File: src/rtl/wdg_pkg.sv
// Package: wdg_pkg
// Shared key values and key-state encoding for the two-key watchdog.
// Assumes byte-wide writes to the arm register.
package wdg_pkg;
    localparam logic [7:0] KEY_OPEN  = 8'h55;
    localparam logic [7:0] KEY_CLOSE = 8'hAA;

    typedef enum logic {
        KEY_IDLE  = 1'b0,
        KEY_ARMED = 1'b1
    } key_state_e;
endpackage

File: src/rtl/wdg_key_seq.sv
// Module: wdg_key_seq
// Decodes writes to the arm register. It tracks whether the opening key has
// been seen, flags a completed key pair and flags an illegal byte.
// Assumes: clear_i is the registered-fire condition of the same cycle.
module wdg_key_seq
    import wdg_pkg::*;
(
    input  logic       clk,
    input  logic       rst_n,
    input  logic       enable_i,
    input  logic       wr_en_i,
    input  logic [7:0] wr_data_i,
    input  logic       clear_i,
    output logic       restart_o,
    output logic       bad_key_o
);
    key_state_e state_q;
    logic       wr_act;

    // Purpose: qualify writes with enable.
    always_comb begin
        wr_act    = enable_i && wr_en_i;
        restart_o = wr_act && (wr_data_i == KEY_CLOSE) && (state_q == KEY_ARMED);
        bad_key_o = wr_act && (wr_data_i != KEY_CLOSE) && (wr_data_i != KEY_OPEN);
    end

    // Purpose: advance the key state on qualified writes.
    always_ff @(posedge clk) begin
        if (!rst_n || !enable_i || clear_i) begin
            state_q <= KEY_IDLE;
        end else if (restart_o) begin
            state_q <= KEY_IDLE;
        end else if (wr_act && (wr_data_i == KEY_OPEN)) begin
            state_q <= KEY_ARMED;
        end
    end

    assert_disabled_idle_R1 : assert property (@(posedge clk) disable iff (!rst_n)
        !enable_i |=> state_q == KEY_IDLE);

    assert_stray_close_R4 : assert property (@(posedge clk) disable iff (!rst_n)
        (wr_act && wr_data_i == KEY_CLOSE && state_q == KEY_IDLE) |=> state_q == KEY_IDLE);
endmodule

File: src/rtl/wdg_timeout.sv
// Module: wdg_timeout
// Counts enabled cycles and compares the count against each selectable
// limit. It reports expiry for the limit that period_sel chooses.
// Assumes: the limit for selection g is 2^(BASE_EXP+STEP_EXP*g)-1.
module wdg_timeout #(
    parameter int unsigned SEL_W    = 2,
    parameter int unsigned BASE_EXP = 10,
    parameter int unsigned STEP_EXP = 2,
    localparam int unsigned NUM_SEL = 2 ** SEL_W,
    localparam int unsigned CNT_W   = BASE_EXP + STEP_EXP * (NUM_SEL - 1)
) (
    input  logic             clk,
    input  logic             rst_n,
    input  logic             enable_i,
    input  logic [SEL_W-1:0] period_sel_i,
    input  logic             restart_i,
    input  logic             fire_i,
    output logic             expired_o,
    output logic [CNT_W-1:0] count_o
);
    logic [CNT_W-1:0]   cnt_q;
    logic [NUM_SEL-1:0] hit;

    // One comparator per selectable period.
    for (genvar g = 0; g < NUM_SEL; g++) begin : g_limit
        localparam int unsigned EXP_G = BASE_EXP + STEP_EXP * g;
        localparam logic [CNT_W-1:0] LIMIT_G = CNT_W'((64'd1 << EXP_G) - 64'd1);
        assign hit[g] = (cnt_q >= LIMIT_G);
    end

    // Purpose: select the active comparator.
    always_comb begin
        expired_o = enable_i && hit[period_sel_i];
    end

    // Purpose: advance or clear the timeout counter.
    always_ff @(posedge clk) begin
        if (!rst_n || !enable_i || restart_i || fire_i) begin
            cnt_q <= '0;
        end else begin
            cnt_q <= cnt_q + 1'b1;
        end
    end

    assign count_o = cnt_q;

    assert_disabled_clear_R1 : assert property (@(posedge clk) disable iff (!rst_n)
        !enable_i |=> cnt_q == '0);

    assert_count_step_R2 : assert property (@(posedge clk) disable iff (!rst_n)
        (enable_i && !restart_i && !fire_i) |=> cnt_q == CNT_W'($past(cnt_q) + 1'b1));

    assert_restart_clears_R3 : assert property (@(posedge clk) disable iff (!rst_n)
        restart_i |=> cnt_q == '0);
endmodule

File: src/rtl/keyed_watchdog.sv
// Module: keyed_watchdog
// Top of the two-key watchdog. It joins the key decoder and the timeout
// counter and registers the one-cycle reset request.
// Assumes: wr_data is valid whenever wr_en is high, and all inputs are synchronous to clk.
module keyed_watchdog
    import wdg_pkg::*;
#(
    parameter int unsigned SEL_W    = 2,
    parameter int unsigned BASE_EXP = 10,
    parameter int unsigned STEP_EXP = 2,
    localparam int unsigned NUM_SEL = 2 ** SEL_W,
    localparam int unsigned CNT_W   = BASE_EXP + STEP_EXP * (NUM_SEL - 1)
) (
    input  logic             clk,
    input  logic             rst_n,
    input  logic             enable,
    input  logic [SEL_W-1:0] period_sel,
    input  logic             wr_en,
    input  logic [7:0]       wr_data,
    output logic             reset_req
);
    logic             restart;
    logic             bad_key;
    logic             expired;
    logic             fire;
    logic             req_q;
    logic [CNT_W-1:0] count;

    wdg_key_seq i_key (
        .clk       (clk),
        .rst_n     (rst_n),
        .enable_i  (enable),
        .wr_en_i   (wr_en),
        .wr_data_i (wr_data),
        .clear_i   (fire),
        .restart_o (restart),
        .bad_key_o (bad_key)
    );

    wdg_timeout #(
        .SEL_W    (SEL_W),
        .BASE_EXP (BASE_EXP),
        .STEP_EXP (STEP_EXP)
    ) i_timer (
        .clk          (clk),
        .rst_n        (rst_n),
        .enable_i     (enable),
        .period_sel_i (period_sel),
        .restart_i    (restart),
        .fire_i       (fire),
        .expired_o    (expired),
        .count_o      (count)
    );

    // Purpose: a completion on the expiry edge wins; a bad key always fires.
    always_comb begin
        fire = bad_key || (expired && !restart);
    end

    // Purpose: register the reset request pulse.
    always_ff @(posedge clk) begin
        if (!rst_n) begin
            req_q <= 1'b0;
        end else begin
            req_q <= fire;
        end
    end

    assign reset_req = req_q;

    assert_quiet_disabled_R1 : assert property (@(posedge clk) disable iff (!rst_n)
        !enable |=> !reset_req);

    assert_bad_key_fires_R5 : assert property (@(posedge clk) disable iff (!rst_n)
        (enable && wr_en && wr_data != KEY_OPEN && wr_data != KEY_CLOSE) |=> reset_req);

    assert_fire_clears_R6 : assert property (@(posedge clk) disable iff (!rst_n)
        reset_req |-> count == '0);
endmodule

File: config.mk
export PLATFORM = sky130hd
export DESIGN_NAME = keyed_watchdog
export DESIGN_NICKNAME = d
export VERILOG_FILES = /design/src/rtl/wdg_pkg.sv /design/src/rtl/wdg_key_seq.sv /design/src/rtl/wdg_timeout.sv /design/src/rtl/keyed_watchdog.sv
export SDC_FILE = /design/constraint.sdc
export NUM_CORES = 1
export LEC_CHECK = 0
export BUFFER_PORTS_ARGS = -buffer_cell sky130_fd_sc_hd__buf_2
export CAP_MARGIN = 25
export CELL_PAD_IN_SITES_DETAIL_PLACEMENT = 1
export CELL_PAD_IN_SITES_GLOBAL_PLACEMENT = 2
export CORE_UTILIZATION = 30
export CTS_BUF_LIST = sky130_fd_sc_hd__clkbuf_4 sky130_fd_sc_hd__clkbuf_8 sky130_fd_sc_hd__clkbuf_16
export CTS_CLUSTER_DIAMETER = 120
export DETAILED_ROUTE_END_ITERATION = 16
export GPL_ROUTABILITY_DRIVEN = 0
export HOLD_SLACK_MARGIN = 0.06
export PLACE_DENSITY = 0.79
export SLEW_MARGIN = 10
export SYNTH_ARGS = -nofsm -noshare
export SYNTH_HDL_FRONTEND = slang
export SYNTH_HIERARCHICAL = 1
export SYNTH_SLANG_ARGS = --single-unit
File: constraint.sdc
create_clock -name clk -period 2.4 [get_ports clk]
set_input_delay 0 -clock clk [delete_from_list [all_inputs] [get_ports clk]]
set_output_delay 0 -clock clk [all_outputs]
set_load 0.01 [all_outputs]
* Yosys cells after proc, flatten, opt, wreduce, memory -nomap -nowiden
Index checks and enable logic that the tools add are counted.
** Storage, ports and cells
- Memories :: 0
- Logic and storage cells :: 32
- Output and inout bits :: 1
- Flip-flop bits (word level) :: 18
- Bits in read-only memories :: 0
- Bits in writable memories :: 0
- Bits in latches :: 0
- Input port bits :: 14
** Cells by class
- Divide/modulo/power cells :: 0
- Reductions and logical operators :: 17
- Equal/unequal tests :: 4
- Bitwise operators :: 0
- $add $sub $neg :: 1
- Muxes and demuxes :: 2
- Shift operators :: 0
- $mul :: 0
- Order comparisons :: 5
** Operators by type and width (count)
- $add 16x1->16 const B :: 1
- $ge 16x10->1 const B :: 1
- $ge 16x12->1 const B :: 1
- $ge 16x14->1 const B :: 1
- $ge 16x16->1 const B :: 1
- $eq 8x7->1 const B :: 1
- $eq 8x8->1 const B :: 1
- $logic_and 1x1->1 :: 8
- $ne 8x7->1 const B :: 1
- $ne 8x8->1 const B :: 1
- $logic_or 1x1->1 :: 5
- $logic_not 1->1 :: 3
- $lt 2x3->1 const B :: 1
- $bmux 1 s2 :: 1
- $reduce_or 2->1 :: 1
- $mux 1 :: 1

* Logic depth before layout (Yosys ltp)
Gate-level depths: netlist of the first run.
- Depth in word-level cells :: 8
- Depth in mapped cells :: 11
- Depth with buffers taken out :: 11

* Cells and area by module
Netlist of the first run, hierarchy kept.
** By module, submodules not included
- wdg_timeout :: instances 1, sequential area each 320.3 um^2, area an instance 802.0 um^2, cells an instance 89
- wdg_key_seq :: instances 1, sequential area each 20.0 um^2, area an instance 118.9 um^2, cells an instance 12
- keyed_watchdog :: instances 1, sequential area each 20.0 um^2, area an instance 47.5 um^2, cells an instance 4

* Worst setup path before layout of the first run
Ideal clock, no wire load.
- Kind :: register to register
- Start :: reg i_timer.cnt_q[0] (netlist: i_timer/count_o[0])
- End :: reg i_timer.cnt_q[10] (netlist: i_timer/count_o[10])
- Setup time :: 0.128 ns
- Arrival time :: 2.103 ns
- Path slack :: 0.170 ns
- Cell stages (with the launch flop) :: 12
- Clock period less this slack :: 2.230 ns
- Buffers on the path :: 1
- Data required time :: 2.272 ns
- Cell sequence :: dfxtp_1 > ha_1 > nand2_1 > nor4_4 > o2111ai_1 > nand2_1 > nor2b_4 > or2_1 > nor2_1 > nand3_1 > clkbuf_1 > nor2_1
** On the way
- Cells in the longest elaborated chain, start to end :: 7
- Elaborated cells on any way between the ends :: 11
- Those cells by class :: 1 x add/sub; 4 x order compare; 2 x mux; 4 x reduce/logical
** RTL lines
- from (decl) :: line wdg_timeout.sv:21 : logic [CNT_W-1:0] cnt_q;
- from (signal assigned) :: line wdg_timeout.sv:41 : cnt_q <= cnt_q + 1'b1;
- $ge 16x10->1, or another cell as far along :: line wdg_timeout.sv:28 : assign hit[g] = (cnt_q >= LIMIT_G);
- $bmux 1 s2 * :: line wdg_timeout.sv:33 : expired_o = enable_i && hit[period_sel_i];
- $mux 1 (not written as such) * :: line wdg_timeout.sv:33
- $logic_and 1x1->1 * :: line wdg_timeout.sv:33
- via expired :: line keyed_watchdog.sv:24 : logic expired;
- $logic_and 1x1->1 * :: line keyed_watchdog.sv:57 : fire = bad_key || (expired && !restart);
- $logic_or 1x1->1 * :: line keyed_watchdog.sv:57
- via fire :: line keyed_watchdog.sv:25 : logic fire;
- $logic_or 1x1->1 * :: line wdg_timeout.sv:38 : if (!rst_n || !enable_i || restart_i || fire_i) begin
The timed path passes the listed nets; every way through them passes the cells marked *. The select of a mux whose other input is x is not followed.
A chain may end at the register's enable or synchronous reset.

* Worst setup path after layout of the first run
- Start :: reg i_timer.cnt_q[0] (netlist: i_timer/count_o[0])
- End :: reg i_timer.cnt_q[15] (netlist: i_timer/count_o[15])
The elaborated chain is that of the path after synthesis.

==> results of run 1 <==
==> report_power, final <==
group          internal (mW)  switching [mW]
Clock                 0.0925          0.0993
Sequential             0.301         0.00167
Combinational         0.0232          0.0217
Total                  0.417           0.123
==> worst min-delay path by stage <==
| stage | start | endpoint | slack, ns | depth (start not counted) |
|---|---|---|---|---|
| 6_report | wr_data[5] | i_key/state_q | 0.12 | 4 |
| 5_1_grt | wr_data[5] | i_key/state_q | 0.15 | 4 |
| 2_1_floorplan | wr_en | i_key/state_q | 0.11 | 1 |
| 3_5_place_dp | wr_en | i_key/state_q | 0.25 | 2 |
| 3_3_place_gp | wr_en | i_key/state_q | 0.24 | 2 |
| 4_1_cts | wr_data[5] | i_key/state_q | 0.11 | 4 |
==> kinds of logic after synthesis <==
family / Yosys count / share of synthesized area [%]
xor gates and xnor gates: 10 / 9.04
AOI/OAI and AO/OA: 17 / 12.5
and+or+nand+nor: 52 / 36.4
DFF: 18 / 37.2
adders and majority gates: 1 / 1.29
buffers and inverters: 7 / 3.49
==> critical path: cells and delay by family (launching register included) <==
| family | cells | cell delay, ns |
|---|---|---|
| AO/OA/AOI/OAI | 3 | 0.62 |
| adder cells (fa/ha/maj) | 1 | 0.25 |
| AND/OR/NAND/NOR | 7 | 0.95 |
| flip-flops | 1 | 0.36 |
==> per-stage QoR <==
stage	power (mW)	setup TNS, ns	instances	cell area [µm²]
after floorplan	0.327	0	105	968
after CTS	0.546	0	171	1170
after global placement	0.347	0	164	1100
after detailed placement	0.349	0	164	1100
final	0.539	0	171	1190
after global routing	0.571	-0.0285	171	1190
==> cells in the mapped netlist, drive strengths merged <==
cell,n
a211oi,2
xor2,2
xnor2,8
and4bb,1
o211ai,3
buf,1
clkbuf,1
nor3,5
a311oi,2
or2,1
nor2b,1
nor2,18
o2111ai,1
inv,5
a31oi,1
or3,2
nand4,1
a21oi,2
ha,1
o21ai,3
nor4,4
o21a,1
nand3,7
nor4bb,1
nand4bb,1
a41o,1
nand2,6
and4,1
a31o,1
and2,1
nand3b,1
dfxtp,18
or4bb,1
==> repair_timing <==
item,in CTS,in global routing
endpoints found under the hold margin,2,0
resized for setup,0,4
hold buffers,3,0
endpoints found under the setup margin,0,16
buffers inserted,0,0
==> sequential cells by signal, indices dropped and copies added, names as in the netlist <==
| register | count |
|---|---|
| i_key/state_q | 1 |
| i_timer/count_o | 16 |
| reset_req | 1 |
==> layer usage <==
metal | track usage, % | up-vias | wire [µm]
met5 | 0 | - | 0
met4 | 5.78 | 0 | 32
met3 | 2.20 | 4 | 32
met2 | 26.5 | 14 | 1180
met1 | 14.7 | 404 | 941
li1 | - | 422 | -
==> cell usage in the layout, fill, tap and decap left out, types with 2 or more instances in the layout <==
cell and count:
a21oi_1 2, nand3_1 5, nor2_1 17, inv_1 5
o21ai_0 3, xor2_1 2, dlygate4sd3_1 3, nand2_1 5
nor4_4 2, clkbuf_4 3, nor3_1 5, dfxtp_1 18
buf_2 14, o211ai_1 3, or3_1 2, xnor2_1 8
buf_4 3
==> layout make-up <==
cell class | count | area (µm²)
clock buffers | 4 | 36.3
fillers | 388 | 1870
inverters | 5 | 18.8
multi-input cells | 80 | 593
flip-flops and latches | 18 | 360
well taps | 44 | 55.1
repair buffers | 20 | 123
==> key figures, run 1 <==
Worst setup path
  – WP data required: 2.65 ns
  – Worst R2R Path Depth: 11
  – Critical Path Start Type: register
  – FF-to-FF End: i_timer/count_o[15]
  – Crit-path slowest cell: dfxtp_1
  – Crit path cell chain: ha_1 > nand2_2 > nor4_1 > o211ai_1 > nand2_1 > nor2b_4 > or2_1 > nor2_1 > nand3_2 > a311oi_2 > a41o_1
  – Slowest stage delay, CP: 0.36 ns
  – Critical Path Source: i_timer/count_o[0]
  – Critical path capture point type: register
  – Critical Setup Path Class: reg -> reg
  – Worst endpoint data arrival time: 2.48 ns
  – Crit-path max FO: 6
  – CP Capture Point: i_timer/count_o[15]
  – Reg2reg start: i_timer/count_o[0]
  – Reg2Reg Setup Slack: 0.17 ns

Worst hold path
  – Hold/Removal Path Class: in -> reg

Power and ir drop
  – Leak Pwr: 0.422 nW
  – Power Density: 455 nW/µm²
  – Max VDD drop: 0.000156 V

Clock network
  – Skew-Pair Late Insertion Delay: 0.30 ns
  – TritonCTS clock tree: yes
  – CTS Buf Count: 3
  – CTS Buffer Depth: 2
  – Clock sinks: 18
  – Clk slew on worst S/H paths: 0.11 ns
  – Htree depth: 1
  – Clock root buffer: clkbuf_4

Timing
  – Slew @ Worst Pin: 0.368 ns
  – Count of final max-slew check failures: 0
  – Fin crit share: 93.0%
  – Final setup viols: 0
  – WHS: 0.120 ns
  – Maximum clock rate: 448 MHz
  – Endpoints failing hold: 0
  – Post-layout minimum cycle time: 2.23 ns
  – Clock Skews: 0.000777 ns
  – Slew headroom: 75.1%
  – PnR worst setup slack: 0.168 ns

Yosys
  – Synth Instances: 105
  – Syn Area/Cell: 9.22 µm²
  – Cell area after synthesis: 968 µm²
  – Largest area contributor in the synthesized netlist: dfxtp_1
  – Top-area cell type share of the netlist area: 37.2%
  – Sequential area share after synthesis: 37.2%
  – Netlist cell types: 37
  – Area contributors post-synth: dfxtp_1 (37%), xnor2_1 (7.2%), nor2_1 (6.6%)
  – Syn nets: 120
  – Seq cells post-synth: 18
  – Synth Warn #: 6

Placed design
  – PortBufs: 14
  – Post-DP HPWL: 1.59 mm
  – Pre-CTS WS: 0.150 ns

Drt
  – Vias after detailed routing: 844
  – Final WL: 2.19 mm
  – DR vias/cell: 4.94
  – DR iter-0 viols: 15
  – DRT Pass-1 Iters: 3
  – DR WL/cell: 12.8 µm
  – Antenna-violating nets left: 0
  – # DRC: 0

Cells and area
  – Share of layout cells above drive strength 1: 26.8%
  – Antenna cells: 0
  – Layout Area Growth over Synthesis: 22.5%
  – NumNets Final: 143
  – Util after Layout: 38.9%

GRT
  – Number of global-route vias before repair: 900
  – Overflow after GRT: 0
  – Gr usage total: 13.8%
  – Largest net degree at the start of global routing: 13
  – First-pass GRT wire length: 3.67 mm
  – Initial antenna violation count: 0

Die
  – Die Ht: 58.8 µm
  – Starting density of the core: 31.7%
  – IO Pins: 15
  – DIE AREA: 3460 µm²
  – Standard-cell rows: 20
  – Core ar.: 3050 µm²
  – Die X: 58.8 µm

Flow run
  – Max Cap Viol: 0

Status
  – Status: finished, final reports clean
(Power assumes the default switching activity.)
==> run 2, diff against run 1 <==
CORE_MARGIN = 2   (was unset)
==> key figures, run 2 (same netlist as run 1, synthesis figures left out) <==
Status
  – Status: finished, final reports clean

Worst setup path
  – Worst endpoint data arrival time: 2.41 ns (-0.07 ns)
  – Buf+Inv Stages, Crit Path: 0 (unchanged)
  – Critical path capture point type: register
  – Crit path cell chain: ha_1 > nand2_2 > nor4_1 > o211ai_1 > nand2_1 > nor2b_4 > or2_1 > nor2_1 > nand3_2 > a311oi_1 > a41o_1
  – Reg2Reg Setup Slack: 0.23 ns (+0.06 ns)
  – FF-to-FF End: i_timer/count_o[15]
  – Crit-path max FO: 6 (unchanged)
  – Crit-path slowest cell: dfxtp_1
  – Worst R2R Path Depth: 11 (unchanged)
  – Critical Setup Path Class: reg -> reg
  – WP data required: 2.64 ns (about the same)
  – Worst path top cell family by delay: simple AND/OR/NAND/NOR gates
  – Critical Path Start Type: register
  – Reg2reg start: i_timer/count_o[0]
  – Slowest stage delay, CP: 0.36 ns (about the same)

Power and ir drop
  – Combinational share of power: 8.3% (about the same)
  – Leak Pwr: 0.422 nW (about the same)
  – Reg power frac: 56.6% (+0.5 points)
  – Max VDD drop: 0.000189 V (+22%)
  – Share of total power in the clock network: 35.1% (-0.5 points)
  – Power Internal: 417 µW (about the same)
  – Tot Pwr: 534 µW (-0.94%)
  – Switch Pwr: 118 µW (-4.1%)
  – Sw Ratio: 22.0% (-0.73 points)
  – Power Density: 453 nW/µm² (-0.42%)

Placed design
  – PortBufs: 14 (unchanged)
  – Area post-placement: 1100 µm² (unchanged)
  – Post-DP HPWL: 1.60 mm (+0.60%)
  – Placed cells: 164 (unchanged)
  – Pre-CTS WS: 0.145 ns (-0.00432 ns)

Die
  – DIE AREA: 3700 µm² (+6.9%)
  – Core ar.: 3050 µm² (unchanged)
  – IO Pins: 15 (unchanged)
  – Die Ht: 60.8 µm (+3.4%)
  – Die X: 60.8 µm (+3.4%)
  – Standard-cell rows: 20 (unchanged)
  – Starting density of the core: 31.7% (unchanged)

Cells and area
  – Layout Area Growth over Synthesis: 21.8%
  – Most frequent cells in the layout: dfxtp_1 (18), nor2_1 (17), buf_2 (14)
  – Filler Cell Count: 377 (-2.8%)
  – Finished Cell Area: 1180 µm² (-0.53%)
  – Antenna cells: 0 (unchanged)
  – NumNets Final: 143 (unchanged)
  – Share of layout cells above drive strength 1: 26.0% (-0.79 points)
  – Util after Layout: 38.6% (-0.20 points)
  – Final cell count without fillers: 171 (unchanged)
  – Commonest non-fill, non-tap cell in the layout: dfxtp_1
  – Largest register FFs: 16 (unchanged)

Drt
  – DR WL/cell: 12.0 µm (-5.9%)
  – Antenna-violating nets left: 0 (unchanged)
  – DR iter-0 viols: 19 (+4)
  – Vias after detailed routing: 850 (+0.71%)
  – DRT Pass-1 Iters: 2 (-1)
  – Final WL: 2.06 mm (-5.9%)
  – # DRC: 0 (unchanged)
  – DR vias/cell: 4.97 (+0.71%)

Clock network
  – CTS Buffer Depth: 2 (unchanged)
  – Clock sinks: 18 (unchanged)
  – Clock root buffer: clkbuf_4
  – CTS Buf Count: 3 (unchanged)
  – Setup Fix Bufs, Post-CTS: 0 (unchanged)
  – Htree depth: 1 (unchanged)
  – Skew-Pair Late Insertion Delay: 0.30 ns (about the same)
  – Clk slew on worst S/H paths: 0.11 ns (about the same)
  – TritonCTS clock tree: yes

Timing
  – Fin crit share: 90.3% (-2.7 points)
  – Count of final max-slew check failures: 0 (unchanged)
  – Endpoints failing hold: 0 (unchanged)
  – PnR worst setup slack: 0.232 ns (+0.0646 ns)
  – Maximum clock rate: 461 MHz (+3.0%)
  – Post-layout minimum cycle time: 2.17 ns (-0.0646 ns)
  – Setup TNS: 0 ns (unchanged)
  – WHS: 0.107 ns (-0.0127 ns)
  – Slew @ Worst Pin: 0.395 ns (+0.0267 ns)
  – Slew headroom: 73.3% (-1.8 points)
  – Clock Skews: 0.00694 ns (+0.00616 ns)
  – RSZ-0062 raised after global routing: no
  – Final setup viols: 0 (unchanged)

GRT
  – Largest net degree at the start of global routing: 13 (unchanged)
  – Met3 usage: 4.05% (+1.9 points)
  – Overflow after GRT: 0 (unchanged)
  – Met1 Track Usage GR: 15.7% (+1.1 points)
  – Met2 Usage GRT: 22.9% (-3.6 points)
  – Initial antenna violation count: 0 (unchanged)
  – First-pass GRT wire length: 3.71 mm (+1.1%)
  – Number of global-route vias before repair: 873 (-3.0%)
  – Gr busiest metal: met2
  – Gr usage total: 13.5% (-0.27 points)

Worst hold path
  – Hold EP: i_key/state_q
  – Hold/Removal Path Class: in -> reg
  – Worst Hold Depth: 4 (unchanged)
  – Start point of the worst hold path: wr_data[5]

Flow run
  – Max Cap Viol: 0 (unchanged)
run 2: power by group through the flow:
stage	registers [mW]	logic, mW	clock network (mW)
3_3_place_gp	0.309	0.0388	0
6_report	0.302	0.0444	0.187
5_1_grt	0.303	0.0497	0.217
3_5_place_dp	0.309	0.0408	0
4_1_cts	0.303	0.0444	0.198
2_1_floorplan	0.310	0.0176	0
run 2: timing repair:
item,in CTS,in global routing
endpoints found under the hold margin,2,0
hold buffers,3,0
gates resized for setup,0,3
endpoints found under the setup margin,0,13
run 2: worst min-delay path: stages:
cell      delay [ns]
buf_2           0.09
nor4bb_1        0.06
a31oi_1         0.16
a311oi_1        0.05
run 2: final cells by class:
type	instances	area, µm²	area share [%]
Clock buffer	4	36.3	3.08
Inverter	5	18.8	1.59
Timing Repair Buffer	20	123	10.4
Tap cell	44	55.1	4.67
Sequential cell	18	360	30.5
Multi-Input combinational cell	80	587	49.7
run 2: routing by layer:
layer	vias to the layer above	wire, µm
li1	426	-
met1	406	931
met2	14	1010
met3	4	81
met4	0	35
met5	-	0
run 2: worst max-delay path by stage:
stage,end,slack [ns],start,cells after the start
after global routing,i_timer/count_o[15],0.06,i_timer/count_o[0],11
after floorplan,i_timer/count_o[10],0.17,i_timer/count_o[0],11
after CTS,i_timer/count_o[15],0.1,i_timer/count_o[0],11
after global placement,i_timer/count_o[2],0.26,i_timer/count_o[0],11
final,i_timer/count_o[15],0.23,i_timer/count_o[0],11
after detailed placement,i_timer/count_o[15],0.15,i_timer/count_o[0],11
